## src/rtl/vbr_pkg.sv

```systemverilog
package vbr_pkg;
    typedef enum logic {
        ALIGN_HUNT = 1'b0,
        ALIGN_RUN  = 1'b1
    } align_e;

    localparam int unsigned RGB_CHANNELS = 3;
endpackage

```

## src/rtl/vbr_timing.sv

```systemverilog
module vbr_timing #(
    parameter int unsigned HACT = 1920,
    parameter int unsigned HFP  = 88,
    parameter int unsigned HSW  = 44,
    parameter int unsigned HBP  = 148,
    parameter int unsigned VACT = 1080,
    parameter int unsigned VFP  = 4,
    parameter int unsigned VSW  = 5,
    parameter int unsigned VBP  = 36
) (
    input  logic clk,
    input  logic rst_n,
    input  logic en,
    output logic active,
    output logic first_px,
    output logic last_col,
    output logic hsync,
    output logic vsync
);
    localparam int unsigned HTOT = HACT + HFP + HSW + HBP;
    localparam int unsigned VTOT = VACT + VFP + VSW + VBP;
    localparam int unsigned HW   = $clog2(HTOT);
    localparam int unsigned VW   = $clog2(VTOT);

    typedef struct packed {
        logic [HW-1:0] col;
        logic [VW-1:0] row;
    } raster_t;

    raster_t pos_d, pos_q;

    always_comb begin
        pos_d = pos_q;
        if (en) begin
            if (pos_q.col == HW'(HTOT - 1)) begin
                pos_d.col = '0;
                if (pos_q.row == VW'(VTOT - 1)) begin
                    pos_d.row = '0;
                end else begin
                    pos_d.row = pos_q.row + 1'b1;
                end
            end else begin
                pos_d.col = pos_q.col + 1'b1;
            end
        end
    end

    always_ff @(posedge clk or negedge rst_n) begin
        if (!rst_n) begin
            pos_q <= '0;
        end else begin
            pos_q <= pos_d;
        end
    end

    assign active   = (pos_q.col < HW'(HACT)) && (pos_q.row < VW'(VACT));
    assign first_px = (pos_q.col == '0) && (pos_q.row == '0);
    assign last_col = (pos_q.col == HW'(HACT - 1));
    assign hsync    = (pos_q.col >= HW'(HACT + HFP)) && (pos_q.col < HW'(HACT + HFP + HSW));
    assign vsync    = (pos_q.row >= VW'(VACT + VFP)) && (pos_q.row < VW'(VACT + VFP + VSW));
endmodule

```

## src/rtl/vbr_align.sv

```systemverilog
module vbr_align
    import vbr_pkg::*;
(
    input  logic clk,
    input  logic rst_n,
    input  logic en,
    input  logic active,
    input  logic first_px,
    input  logic last_col,
    input  logic s_tvalid,
    input  logic s_tuser,
    input  logic s_tlast,
    output logic s_tready,
    output logic show_beat,
    output logic aligned,
    output logic sync_err,
    output logic underflow
);
    typedef struct packed {
        align_e mode;
        logic   err;
        logic   und;
    } align_t;

    align_t st_d, st_q;
    logic   accept;
    logic   gain;

    always_comb begin
        if (st_q.mode == ALIGN_RUN) begin
            s_tready = en && active;
        end else begin
            s_tready = en && (!s_tuser || first_px);
        end
        accept    = s_tready && s_tvalid;
        gain      = (st_q.mode == ALIGN_HUNT) && accept && s_tuser && first_px;
        show_beat = accept && ((st_q.mode == ALIGN_RUN) || gain);

        st_d = st_q;
        if (en) begin
            if (st_q.mode == ALIGN_RUN) begin
                if (active && !s_tvalid) begin
                    st_d.und = 1'b1;
                end
                if (accept && s_tlast && !last_col) begin
                    st_d.err  = 1'b1;
                    st_d.mode = ALIGN_HUNT;
                end
            end else if (gain) begin
                st_d.mode = ALIGN_RUN;
            end
        end
    end

    always_ff @(posedge clk or negedge rst_n) begin
        if (!rst_n) begin
            st_q <= '{mode: ALIGN_HUNT, err: 1'b0, und: 1'b0};
        end else begin
            st_q <= st_d;
        end
    end

    assign aligned   = (st_q.mode == ALIGN_RUN);
    assign sync_err  = st_q.err;
    assign underflow = st_q.und;
endmodule

```

## src/rtl/vbr_pixout.sv

```systemverilog
module vbr_pixout
    import vbr_pkg::*;
#(
    parameter int unsigned CH_IN  = 8,
    parameter int unsigned CH_OUT = 4
) (
    input  logic                               clk,
    input  logic                               rst_n,
    input  logic                               en,
    input  logic                               active,
    input  logic                               hsync,
    input  logic                               vsync,
    input  logic                               show_beat,
    input  logic [RGB_CHANNELS*CH_IN-1:0]      pix_in,
    output logic                               de_o,
    output logic                               hs_o,
    output logic                               vs_o,
    output logic [RGB_CHANNELS*CH_OUT-1:0]     rgb_o
);
    localparam int unsigned DROP = CH_IN - CH_OUT;

    typedef struct packed {
        logic                           de;
        logic                           hs;
        logic                           vs;
        logic [RGB_CHANNELS*CH_OUT-1:0] rgb;
    } vout_t;

    vout_t out_d, out_q;
    logic [RGB_CHANNELS*CH_OUT-1:0] narrow;

    for (genvar ch = 0; ch < RGB_CHANNELS; ch++) begin : g_chan
        assign narrow[ch*CH_OUT +: CH_OUT] = pix_in[ch*CH_IN + DROP +: CH_OUT];
    end

    always_comb begin
        out_d = out_q;
        if (en) begin
            out_d.de  = active;
            out_d.hs  = hsync;
            out_d.vs  = vsync;
            out_d.rgb = show_beat ? narrow : '0;
        end
    end

    always_ff @(posedge clk or negedge rst_n) begin
        if (!rst_n) begin
            out_q <= '0;
        end else begin
            out_q <= out_d;
        end
    end

    assign de_o  = out_q.de;
    assign hs_o  = out_q.hs;
    assign vs_o  = out_q.vs;
    assign rgb_o = out_q.rgb;
endmodule

```

## src/rtl/axis_vga_bridge.sv

```systemverilog
module axis_vga_bridge
    import vbr_pkg::*;
#(
    parameter int unsigned HACT   = 1920,
    parameter int unsigned HFP    = 88,
    parameter int unsigned HSW    = 44,
    parameter int unsigned HBP    = 148,
    parameter int unsigned VACT   = 1080,
    parameter int unsigned VFP    = 4,
    parameter int unsigned VSW    = 5,
    parameter int unsigned VBP    = 36,
    parameter int unsigned CH_IN  = 8,
    parameter int unsigned CH_OUT = 4
) (
    input  logic                    clk,
    input  logic                    rst_n,
    input  logic                    clk_en,
    input  logic [3*CH_IN-1:0]      s_tdata,
    input  logic                    s_tvalid,
    output logic                    s_tready,
    input  logic                    s_tuser,
    input  logic                    s_tlast,
    output logic [CH_OUT-1:0]       vga_r,
    output logic [CH_OUT-1:0]       vga_g,
    output logic [CH_OUT-1:0]       vga_b,
    output logic                    vga_hs,
    output logic                    vga_vs,
    output logic                    vga_de,
    output logic                    sync_err,
    output logic                    underflow
);
    logic act, first_px, last_col, hs_raw, vs_raw;
    logic show_beat, aligned;
    logic [RGB_CHANNELS*CH_OUT-1:0] rgb;

    vbr_timing #(
        .HACT(HACT), .HFP(HFP), .HSW(HSW), .HBP(HBP),
        .VACT(VACT), .VFP(VFP), .VSW(VSW), .VBP(VBP)
    ) u_timing (
        .clk      (clk),
        .rst_n    (rst_n),
        .en       (clk_en),
        .active   (act),
        .first_px (first_px),
        .last_col (last_col),
        .hsync    (hs_raw),
        .vsync    (vs_raw)
    );

    vbr_align u_align (
        .clk       (clk),
        .rst_n     (rst_n),
        .en        (clk_en),
        .active    (act),
        .first_px  (first_px),
        .last_col  (last_col),
        .s_tvalid  (s_tvalid),
        .s_tuser   (s_tuser),
        .s_tlast   (s_tlast),
        .s_tready  (s_tready),
        .show_beat (show_beat),
        .aligned   (aligned),
        .sync_err  (sync_err),
        .underflow (underflow)
    );

    vbr_pixout #(.CH_IN(CH_IN), .CH_OUT(CH_OUT)) u_pixout (
        .clk       (clk),
        .rst_n     (rst_n),
        .en        (clk_en),
        .active    (act),
        .hsync     (hs_raw),
        .vsync     (vs_raw),
        .show_beat (show_beat),
        .pix_in    (s_tdata),
        .de_o      (vga_de),
        .hs_o      (vga_hs),
        .vs_o      (vga_vs),
        .rgb_o     (rgb)
    );

    assign vga_r = rgb[2*CH_OUT +: CH_OUT];
    assign vga_g = rgb[CH_OUT +: CH_OUT];
    assign vga_b = rgb[0 +: CH_OUT];
endmodule

```

## config.mk

```make
export PLATFORM = sky130hd
export DESIGN_NAME = axis_vga_bridge
export DESIGN_NICKNAME = d
export VERILOG_FILES = /design/src/rtl/vbr_pkg.sv /design/src/rtl/vbr_timing.sv /design/src/rtl/vbr_align.sv /design/src/rtl/vbr_pixout.sv /design/src/rtl/axis_vga_bridge.sv
export SDC_FILE = /design/constraint.sdc
export NUM_CORES = 1
export LEC_CHECK = 0
export BUFFER_PORTS_ARGS = -buffer_cell sky130_fd_sc_hd__buf_4
export CAP_MARGIN = 20
export CORE_MARGIN = 8
export CORE_UTILIZATION = 42
export DETAILED_ROUTE_END_ITERATION = 8
export HOLD_SLACK_MARGIN = 0.02
export PLACE_DENSITY = 0.67
export SYNTH_ARGS = -nofsm -noshare
export SYNTH_HDL_FRONTEND = slang
export SYNTH_SLANG_ARGS = --single-unit
```

## constraint.sdc

```tcl
create_clock -name clk -period 2.1 [get_ports clk]
set_input_delay 0.42 -clock clk [delete_from_list [all_inputs] [get_ports clk]]
set_output_delay 0.42 -clock clk [all_outputs]
set_load 0.1 [all_outputs]
```

== Word level (Yosys, flattened, before mapping) ==
Cells that the tools add are included.
Operators by class
  $add $sub $neg: 2
  order comparisons: 6
  equal/unequal tests: 3
  muxes and demuxes: 7
  bitwise logic cells: 1
  reduce and logical (&&, ||, !) cells: 24
Operator list (count)
  $mux W12: 2
  $lt A11 B11 Y1 const B: 2
  $logic_and A1 B1 Y1: 14
  $add A12 B1 Y12 const B: 1
  $eq A12 B11 Y1 const B: 1
  $eq A12 B12 Y1 const B: 1
  $ge A12 B11 Y1 const B: 1
  $logic_not A12 Y1: 1
  $lt A12 B11 Y1 const B: 1
  $lt A12 B12 Y1 const B: 1
  $add A11 B1 Y11 const B: 1
  $eq A11 B11 Y1 const B: 1
  $ge A11 B11 Y1 const B: 1
  $logic_not A11 Y1: 1
  $mux W11: 1
  $reduce_and A3 Y1: 2
  $logic_not A1 Y1: 3
  $mux W1: 3
  $logic_or A1 B1 Y1: 2
  $mux W2: 1
  $reduce_and A2 Y1: 1
  $not A1 Y1: 1
Word-level totals
  register bits after elaboration: 41
  bits of input ports: 30
  output and inout port bits: 18
  logic and storage cells: 52

== Depth between registers and ports, before layout ==
Gate-level depths: netlist (run 1).
  depth after elaboration: 12
  gate-level depth with buffers: 7
  gate-level depth less buffers: 6

== Modules after synthesis ==
From an unflattened synthesis (run 1), not the netlist that was laid out.
Unflattened totals
  cell total of the unflattened synthesis: 225
  area total of the unflattened synthesis: 2262.2 um^2
By module, submodules not included
  vbr_timing: instances 1, cells an instance 151, area an instance 1380.1 um^2, seq. area each 575.6 um^2
  vbr_pixout: instances 1, cells an instance 58, area an instance 716.9 um^2, seq. area each 375.4 um^2
  vbr_align: instances 1, cells an instance 16, area an instance 165.2 um^2, seq. area each 75.1 um^2

== Least setup slack after synthesis (run 1) ==
No wires, ideal clock.
  path type: register to output
  start: register u_timing.pos_q[6] (netlist name)
  end: output port s_tready
  arrival: 3.755 ns
  data required time: 1.680 ns
  setup slack: -2.075 ns
  cell stages (with the launch flop): 6
  buffers on the path: 1
  cell sequence: dfrtp_1 -> clkbuf_1 -> or4_1 -> o21ai_0 -> nand2_1 -> a221oi_1
Between the ends
  word-level cells in the longest chain between the ends: 5
  elaborated cells between the ends (all ways): 8
  those cells by class: order compare (1); mux (1); reduce/logical (6)
RTL lines
  from (decl): RTL line vbr_timing.sv:30  | raster_t pos_d, pos_q;
  from (signal assigned): RTL line vbr_timing.sv:52  | pos_q <= pos_d;
  parallel branches: the longest is 4 deep, another holds $lt A11 B11 Y1
  $mux W1 *: RTL line vbr_align.sv:30  | if (st_q.mode == ALIGN_RUN) begin
  to (decl): RTL line axis_vga_bridge.sv:20  | output logic s_tready,
Every way passes the cells marked *.

== Worst setup path after layout (run 1) ==
  start: register u_timing.pos_q[12] (netlist name)
  end: output port s_tready
Between the ends
  word-level cells in the longest chain between the ends: 5
  elaborated cells between the ends (all ways): 8
  those cells by class: order compare (1); mux (1); reduce/logical (6)
RTL lines (RTL line)
  parallel branches: the longest is 4 deep, another holds $lt A12 B11 Y1
  $mux W1 *: vbr_align.sv:30
Marked as above.

==> results by group, run 1 <==
Global routing
  • First-pass GRT wire length: 8990 um
  • Pin count of the biggest net entering global routing: 42
  • Initial antenna violation count: 0
  • Vias in the first global route: 1982
  • GRT Resource Usage Total: 14.5%
  • GRT overflow: 0

Setup path
  • Critical Path Start: u_timing.pos_q[12]
  • CP cell instances: inv_1 > ha_1 > or4bb_4 > nor3_2 > nand2_1 > a221oi_4 > buf_12
  • Worst Path Required: 1.68 ns
  • Slowest CP cell: or4bb_4
  • CP Capture Type: output pin
  • Crit-path max FO: 2
  • Critical path class: reg2out
  • CP peak stage delay: 0.53 ns
  • CP Data Arrival Time: 2.20 ns
  • Startpoint types: register
  • Reg-to-reg startpoint: u_timing.pos_q[21]

Synth
  • Yosys top cell area share: 47.2%
  • Yosys warning count: 0
  • Post-synthesis cell type count: 41
  • FFs w/ async S/R, synth: 100%
  • Sequential area share after synthesis: 47.2%
  • Syn Nets: 267
  • Top cells by area, synth: dfrtp_1, nand3_1, o221ai_1, nand2_1, xnor2_1
  • Flops & latches, synth: 41
  • Synth Instances: 233
  • Avg Synthesized Cell Area: 9.33 um2
  • Dominant synthesized flop cell: dfrtp_1
  • Dominant cell type by area after synthesis: dfrtp_1
  • Post-synthesis cell area: 2170 um2
  • EDFF count, synth: 0
  • Count leader, synth: dfrtp_1
  • Commonest cells in the netlist: dfrtp_1, nand3_1, nand2_1

Timing
  • Setup Skew: 0.0106 ns
  • Setup repair after global routing missed its margin: yes
  • Max Freq: 382 MHz
  • Crit share post-route: 125%
  • Final TNS setup: -0.518 ns
  • Setup ws final: -0.518 ns
  • Crit path time final: 2.62 ns
  • Final hold vios: 0
  • Worst slew pin tran: 0.523 ns
  • Pins over their slew limit: 0
  • Setup violators final: 1
  • Slew HR: 65.2%

Route
  • DR vias: 2012
  • Mean routed wirelength per cell: 14.3 um
  • Routed Antenna Nets: 0
  • 1st-iter DRT viols: 54
  • Met3 WL post-DR: 193 um
  • Routed WL: 5340 um
  • Max Used Layer: met4
  • Detailed Routing Iterations Pass 1: 4
  • Met2 Wirelength: 2810 um
  • M1 WL: 2300 um
  • Vias per inst: 5.39
  • DRC: 0

CTS
  • CTS root buffer: clkbuf_8
  • H-Tree Depth: 2
  • Num Clock Sinks: 41
  • Reg clk slew, reported paths: 0.09 ns
  • CTS tree: yes
  • Longest Clk Path Bufs: 2
  • CTS buffer count: 5
  • Cts hold-fix bufs: 0
  • Clock latency on the worst-skew pair: 0.30 ns

Place
  • Port bufs: 35
  • Routability cong.: 0.907
  • Pre-CTS setup slack: -0.280 ns
  • Dpl cell area: 2780 um2
  • DP Wirelength: 3890 um

Floorplan
  • Total core area: 5040 um2
  • Die area: 7730 um2
  • Die width: 87.9 um
  • # IOs: 48
  • Initial Utilization: 43.1%
  • Row count: 26
  • Die height: 87.9 um

Worst hold path
  • Hold Path Class: in2async

Layout
  • Antenna diodes: 0
  • Share of cells above drive strength 1: 32.7%
  • Filler cells: 486
  • Area grow syn2layout: 36.4%
  • Finished Cell Area: 2960 um2
  • Nets: 336

Flow run
  • Max-cap violations: 0

Run status
  • Status: complete, but fails checks
  • Failing checks: negative setup slack

Power and ir drop
  • Pwr per Cell Area: 709 nW/um2
  • Max VDD drop: 617 uV
  • Total power draw: 2.10 mW
  • Leak pwr: 1.34 nW
==> timing repair <==
action / 4_1_cts / 5_1_grt
pin swaps: 1 / 2
endpoints found under the setup margin: 2 / 2
buffers inserted: 1 / 1
endpoints found under the hold margin: 0 / 0
resized for setup: 5 / 5
==> flip-flops by register name, indices dropped and copies added (netlist names) <==
signal / count
u_timing.pos_q: 23
u_align.underflow: 1
u_align.aligned: 1
u_pixout.rgb_o: 12
u_pixout.de_o: 1
u_align.sync_err: 1
u_pixout.hs_o: 1
u_pixout.vs_o: 1
==> path summary, 6_finish.rpt <==
| check | end | slack (ns) | depth (start not counted) |
|---|---|---|---|
| min reg2reg | u_align.underflow | 0.48 | 2 |
| max reg2reg | u_timing.pos_q[5] | 0.03 | 4 |
| min in group clk | u_align.underflow | 0.33 | 2 |
| max in group asynchronous | u_pixout.rgb_o[6] | 1.64 | 1 |
| max | s_tready | -0.52 | 7 |
| min | u_timing.pos_q[10] | 0.1 | 1 |
==> power by group <==
group	switching, mW	internal, mW
sequential	0.0298	0.850
combinational	0.308	0.246
clock	0.281	0.387
==> layer usage <==
layer / vias up / GRT usage, %
met2: 37 / 25.4
met1: 1002 / 17.6
met5: - / 0
met4: 0 / 2.97
li1: 969 / -
met3: 4 / 3.47
==> layout make-up <==
cell class | count | area, um2 | area share [%]
Multi-Input combinational cell | 157 | 1070 | 36.2
Sequential cell | 41 | 1030 | 34.6
Timing Repair Buffer | 75 | 576 | 19.4
Tap cell | 70 | 87.6 | 2.95
Clock buffer | 6 | 82.6 | 2.79
Inverter | 22 | 82.6 | 2.79
Clock inverter | 2 | 37.5 | 1.27
==> cells in the final DEF, fill, tap and decap left out, drive strengths merged, types with 2 or more instances in the layout <==
master | synthesis | final
buf | 0 | 75
dfrtp | 41 | 41
nand3 | 29 | 29
nand2 | 24 | 24
inv | 22 | 22
o221ai | 12 | 12
o21ai | 11 | 11
xnor2 | 10 | 10
nor2 | 9 | 9
nand4 | 7 | 7
and3 | 6 | 6
a21oi | 6 | 6
clkbuf | 13 | 6
xor2 | 5 | 5
or4 | 4 | 4
and4 | 4 | 4
ha | 4 | 4
nor4 | 3 | 3
or3 | 2 | 2
a31oi | 2 | 2
nor3 | 2 | 2
==> cell families (layout without fill, tap and decap cells) <==
kind of cell,count (synthesis),count (layout),synth area share [%]
xor+xnor,15,15,6.04
compound gates,38,38,12.1
mux,1,1,0.461
flops,41,41,47.2
fa+ha+maj,4,4,2.30
buf+inv,35,105,7.02
simple gates,99,99,24.9
==> metrics by stage <==
| step | cells | util, % | hold WS (ns) |
|---|---|---|---|
| 2_1_floorplan | 233 | - | 0.124 |
| 3_3_place_gp | 363 | 55.2 | 0.437 |
| 3_5_place_dp | 363 | 55.2 | 0.439 |
| 4_1_cts | 372 | 58.2 | 0.120 |
| 5_1_grt | 373 | 58.8 | 0.138 |
| 6_report | 373 | 58.8 | 0.0989 |
==> worst max-delay path: cells and delay by family, from the launching register on <==
kind            cells  cell delay (ns)
compound gates      1             0.33
fa+ha+maj           1             0.14
buf+inv             2             0.28
flops               1             0.39
simple gates        3             0.75
Note: power is estimated with default switching activity, not from simulation.
==> run 2, diff against run 1 <==
--- a/config.mk
+++ b/config.mk
@@ -11,7 +11,7 @@
 export CORE_UTILIZATION = 42
 export DETAILED_ROUTE_END_ITERATION = 8
 export HOLD_SLACK_MARGIN = 0.02
-export PLACE_DENSITY = 0.67
 export SYNTH_ARGS = -nofsm -noshare
 export SYNTH_HDL_FRONTEND = slang
+export SYNTH_HIERARCHICAL = 1
 export SYNTH_SLANG_ARGS = --single-unit
==> constraint.sdc (replaced) <==
create_clock -name clk -period 2.6 [get_ports clk]
set_input_delay 0.52 -clock clk [delete_from_list [all_inputs] [get_ports clk]]
set_output_delay 0.52 -clock clk [all_outputs]
set_load 0.1 [all_outputs]
==> results by group, run 2 <==
Setup path
  • Worst r2r path cells: 11
  • Worst Path Required: 2.08 ns
  • Critical path class: reg2out
  • R2R Path End: u_pixout/rgb_o[0]
  • CP Data Arrival Time: 2.06 ns
  • Crit-path max FO: 2
  • Reg2Reg Setup Slack: 0.27 ns
  • Startpoint types: register
  • Critical Path Start: u_timing/pos_q[16]
  • Reg-to-reg startpoint: u_timing/pos_q[16]
  • CP Capture Type: output pin
  • Setup crit end: s_tready

CTS
  • CTS root buffer: clkbuf_8
  • CTS tree: yes
  • Clock latency on the worst-skew pair: 0.29 ns
  • Reg clk slew, reported paths: 0.08 ns
  • CTS buffer count: 5
  • H-Tree Depth: 2
  • Num Clock Sinks: 41
  • Longest Clk Path Bufs: 2
  • Cts hold-fix bufs: 0

Layout
  • Antenna diodes: 0
  • Most common cell after layout, fill and taps aside: buf_4
  • Top reg by flops: u_timing/pos_q
  • Filler cells: 477
  • Finished Cell Area: 2780 um2
  • Max reg flops: 23
  • Sequential cell area: 1030 um2
  • Share of cells above drive strength 1: 32.7%
  • Multi-input gate area: 1090 um2
  • Most frequent cells in the layout: buf_4, dfrtp_1, inv_1
  • Area grow syn2layout: 23.0%
  • Nets: 302

Timing
  • Min Hold Slack: 0.202 ns
  • Worst slew pin tran: 0.523 ns
  • Final TNS setup: 0 ns
  • Slew HR: 65.1%
  • Setup violators final: 0
  • Max Freq: 387 MHz
  • Final hold vios: 0
  • Setup ws final: 0.0166 ns
  • Setup repair after global routing missed its margin: yes
  • Crit share post-route: 99.4%
  • Setup Skew: 0.00545 ns
  • Pins over their slew limit: 0
  • Crit path time final: 2.58 ns

Route
  • DR vias: 1759
  • 1st-iter DRT viols: 64
  • Routed WL: 4800 um
  • Mean routed wirelength per cell: 14.1 um
  • Vias per inst: 5.19
  • DRC: 0
  • Detailed Routing Iterations Pass 1: 4
  • Routed Antenna Nets: 0

Power and ir drop
  • Leak pwr: 1.21 nW
  • Pwr per Cell Area: 549 nW/um2
  • Max VDD drop: 321 uV
  • Total power draw: 1.53 mW

Synth
  • FFs w/ async S/R, synth: 100%
  • Flops & latches, synth: 41
  • Sequential area share after synthesis: 45.4%
  • Yosys top cell area share: 45.4%
  • Post-synthesis cell area: 2260 um2
  • Synth Instances: 225
  • Dominant synthesized flop cell: dfrtp_1
  • Top cells by area, synth: dfrtp_1, inv_1, o21ai_2, xnor2_1, nand3_2
  • EDFF count, synth: 0
  • Dominant cell type by area after synthesis: dfrtp_1
  • Post-synthesis cell type count: 48
  • Syn Nets: 259
  • Avg Synthesized Cell Area: 10.1 um2
  • Commonest cells in the netlist: dfrtp_1, inv_1, nand3_1
  • Count leader, synth: dfrtp_1
  • Yosys warning count: 6

Floorplan
  • Die area: 7990 um2
  • Total core area: 5140 um2
  • Row count: 26
  • Die height: 89.4 um
  • Initial Utilization: 44.0%
  • # IOs: 48
  • Die width: 89.4 um

Place
  • Port bufs: 35
  • Dpl cell area: 2580 um2
  • Pre-CTS setup slack: 0.117 ns
  • DP Wirelength: 3410 um
  • Routability cong.: 0.805

Global routing
  • GRT Resource Usage Total: 12.6%
  • Vias in the first global route: 1719
  • Pin count of the biggest net entering global routing: 42
  • First-pass GRT wire length: 7950 um
  • GRT overflow: 0
  • Initial antenna violation count: 0

Flow run
  • Max-cap violations: 0

Run status
  • Status: finished, final reports clean

Worst hold path
  • Hold Path Class: in2async
run 2: cell types whose count changed in the layout (fill, tap and decap cells not counted), moves of 4 or more:
cell / delta
buf_4: -27
nand3_1: -15
o221ai_1: -12
nand2_1: -11
o21ai_2: +9
nand3_2: +8
nor3_1: +7
nand2b_1: +4
run 2: power by group:
part / switching, mW / total [mW] / leakage (nW) / internal [mW]
combinational: 0.148 / 0.280 / 0.627 / 0.132
clock: 0.215 / 0.528 / 0.0585 / 0.313
sequential: 0.0415 / 0.718 / 0.523 / 0.677
run 2: worst min-delay path by stage:
| stage | to | slack [ns] | cells past startpoint |
|---|---|---|---|
| 6_report | u_pixout/de_o | 0.20 | 1 |
| 3_5_place_dp | u_align/sync_err | 0.46 | 1 |
| 5_1_grt | u_pixout/rgb_o[0] | 0.24 | 1 |
| 2_1_floorplan | u_align/aligned | 0.22 | 0 |
| 3_3_place_gp | u_align/sync_err | 0.45 | 1 |
| 4_1_cts | u_pixout/rgb_o[0] | 0.22 | 1 |
run 2: cells by family after synthesis:
group / count (synthesis) / share of synthesized area (%)
multiplexers: 4 / 2.43
adder cells (fa/ha/maj): 4 / 2.21
flip-flops: 41 / 45.4
buffers and inverters: 36 / 8.46
XOR/XNOR: 13 / 5.03
AO/OA/AOI/OAI: 40 / 12.7
AND/OR/NAND/NOR: 87 / 23.8
run 2: critical path, cell delays in order (launching register included):
cell and delay [ns]:
dfrtp_2 0.43, nor4_4 0.29, nand2_1 0.11, or4_4 0.45, nor2_4 0.14, o311a_4 0.19, buf_12 0.17
run 2: cell type report:
class                   instances  share of cell area, %
multi-input cells             148                   39.1
flip-flops and latches         41                   37.0
repair buffers                 48                   13.4
inverters                      24                   3.24
well taps                      70                   3.15
clock buffers                   7                   3.10
clock inverters                 1                   1.08
run 2: per-stage QoR:
stage | utilization [%] | cells
floorplan | - | 225
global placement | 50.2 | 327
detailed placement | 50.2 | 327
CTS | 53.3 | 338
global route | 54.1 | 339
finish | 54.1 | 339
run 2: metal layers:
layer	GRT usage, %	up-vias	wire (um)	part of all wire [%]
li1	-	878	-	-
met1	15.7	834	2260	47
met2	20.9	43	2170	45
met3	3.22	4	330	6.9
met4	3.63	0	36	0.75
met5	0	-	0	0
run 2: repair_timing:
item                       in CTS  in global routing
setup endpoints to repair       1                  1
pin swaps                       1                  2
setup buffers                   3                  1
gates cloned                    0                  0
gates resized for setup         7                  5
hold endpoints to repair        0                  0
==> run 3, diff against run 2 <==
--- a/config.mk
+++ b/config.mk
@@ -11,7 +11,7 @@
 export CORE_UTILIZATION = 42
 export DETAILED_ROUTE_END_ITERATION = 8
 export HOLD_SLACK_MARGIN = 0.02
+export MAX_ROUTING_LAYER = met4
 export SYNTH_ARGS = -nofsm -noshare
 export SYNTH_HDL_FRONTEND = slang
-export SYNTH_HIERARCHICAL = 1
 export SYNTH_SLANG_ARGS = --single-unit
==> results by group, run 3 (same netlist as run 1, synthesis figures left out) <==
Power and ir drop
  • Clock group share of total power: 29.3%
  • Leak pwr: 1.25 nW
  • Pwr per Cell Area: 550 nW/um2
  • Sequential fraction of design power: 47.7%
  • Total power draw: 1.54 mW
  • Gate power share: 23.0%
  • Max VDD drop: 363 uV
  • Switching Fraction: 30.2%
  • Int Pwr: 1.08 mW
  • NetSw: 465 uW

Timing
  • Setup repair after global routing missed its margin: yes
  • Slew HR: 65.4%
  • Setup Skew: 0.00841 ns
  • Crit path time final: 2.68 ns
  • Min Hold Slack: 0.205 ns
  • Max Freq: 373 MHz
  • Final hold vios: 0
  • Setup violators final: 1
  • Worst slew pin tran: 0.519 ns
  • Setup ws final: -0.0817 ns
  • Crit share post-route: 103%
  • Pins over their slew limit: 0

Floorplan
  • Total core area: 5040 um2
  • Row count: 26
  • Die width: 87.9 um
  • Die area: 7730 um2
  • Die height: 87.9 um
  • Initial Utilization: 43.1%
  • # IOs: 48

Setup path
  • Worst Path Required: 2.08 ns
  • Reg2Reg Setup Slack: 0.21 ns
  • CP Capture Type: output pin
  • Critical path class: reg2out
  • CP Data Arrival Time: 2.16 ns
  • Worst r2r path cells: 4
  • Crit-path max FO: 2
  • R2R Path End: u_timing.pos_q[5]
  • Reg-to-reg startpoint: u_timing.pos_q[17]
  • Startpoint types: register

CTS
  • Reg clk slew, reported paths: 0.08 ns
  • Num Clock Sinks: 41
  • Longest Clk Path Bufs: 2
  • Clock latency on the worst-skew pair: 0.29 ns
  • CTS buffer count: 5
  • H-Tree Depth: 2
  • CTS root buffer: clkbuf_8
  • CTS tree: yes

Place
  • Routability cong.: 0.845
  • DP Wirelength: 3690 um
  • Port bufs: 35
  • Placed Cells: 343
  • Dpl cell area: 2630 um2

Route
  • Routed WL: 5250 um
  • DR vias: 1880
  • 1st-iter DRT viols: 93
  • Mean routed wirelength per cell: 14.8 um
  • Detailed Routing Iterations Pass 1: 4
  • Routed Antenna Nets: 0
  • Vias per inst: 5.31
  • DRC: 0

Global routing
  • Initial antenna violation count: 0
  • Vias in the first global route: 1845
  • Pin count of the biggest net entering global routing: 42
  • First-pass GRT wire length: 8650 um
  • GRT overflow: 0
  • GRT Resource Usage Total: 14.6%

Layout
  • Finished Cell Area: 2800 um2
  • Max reg flops: 23
  • Antenna diodes: 0
  • Core Util, Final: 55.6%
  • Share of cells above drive strength 1: 28.9%
  • Top reg by flops: u_timing.pos_q
  • Nets: 317
  • Area grow syn2layout: 29.0%
  • Most common cell after layout, fill and taps aside: buf_4
  • Final non-filler cell total: 354
  • Most frequent cells in the layout: buf_4, dfrtp_1, nand3_1

Flow run
  • Max-cap violations: 0

Run status
  • Failing checks: negative setup slack
  • Status: complete, but fails checks

Worst hold path
  • Hold Path Class: in2async
run 3: cell types whose count changed in the layout (fill, tap and decap cells not counted), sizes merged, moves of 5 or more:
cell,before,now
buf,48,56
nand2,13,24
nand3,22,29
nor3,7,2
o21ai,22,11
o221ai,0,12
run 3: final cells by class:
class | instances | area, um2
sequential | 41 | 1030
clock inverter | 1 | 5.00
inverter | 22 | 82.6
fill | 466 | 2240
multi-input combinational | 157 | 1070
tap | 70 | 87.6
clock buffer | 7 | 96.3
timing repair buffer | 56 | 433
run 3: repair_timing:
action | in CTS | in global routing
endpoints found under the hold margin | 0 | 0
hold buffers | 0 | 0
buffers inserted | 2 | 1
resized for setup | 7 | 6
endpoints found under the setup margin | 1 | 1
pin swaps | 2 | 2
run 3: worst max-delay path: stages, from the launching register on:
cell and delay, ns:
dfrtp_1 0.39, inv_2 0.06, ha_1 0.13, or4bb_4 0.54
nor3_4 0.13, nand2_2 0.09, a221oi_4 0.31, buf_12 0.21
run 3: stage by stage:
stage	setup slack (ns)	setup TNS [ns]
6_report	-0.0817	-0.0817
5_1_grt	-0.175	-0.175
4_1_cts	-0.152	-0.152
3_5_place_dp	0.0766	0
3_3_place_gp	0.0862	0
2_1_floorplan	-0.182	-0.182
run 3: how the worst max path moves through the flow:
stage	startpoint	end
4_1_cts	u_timing.pos_q[12]	s_tready
3_3_place_gp	u_timing.pos_q[1]	s_tready
2_1_floorplan	u_timing.pos_q[11]	s_tready
3_5_place_dp	u_timing.pos_q[1]	s_tready
5_1_grt	u_timing.pos_q[11]	s_tready
6_report	u_timing.pos_q[12]	s_tready
run 3: power by group through the flow:
| stage | Clock, mW | Sequential (mW) | Combinational (mW) |
|---|---|---|---|
| after global placement | 0 | 0.747 | 0.335 |
| final | 0.452 | 0.736 | 0.354 |
| after global routing | 0.505 | 0.744 | 0.391 |
| after CTS | 0.473 | 0.734 | 0.355 |
| after floorplan | 0 | 0.770 | 0.185 |
| after detailed placement | 0 | 0.749 | 0.335 |
run 3: metal layers:
layer	routed length (um)	vias up	global-route usage, %
li1	-	938	-
met1	2410	889	18.6
met2	2600	51	22.9
met3	213	2	3.10
met4	29	0	3.75
met5	0	-	-
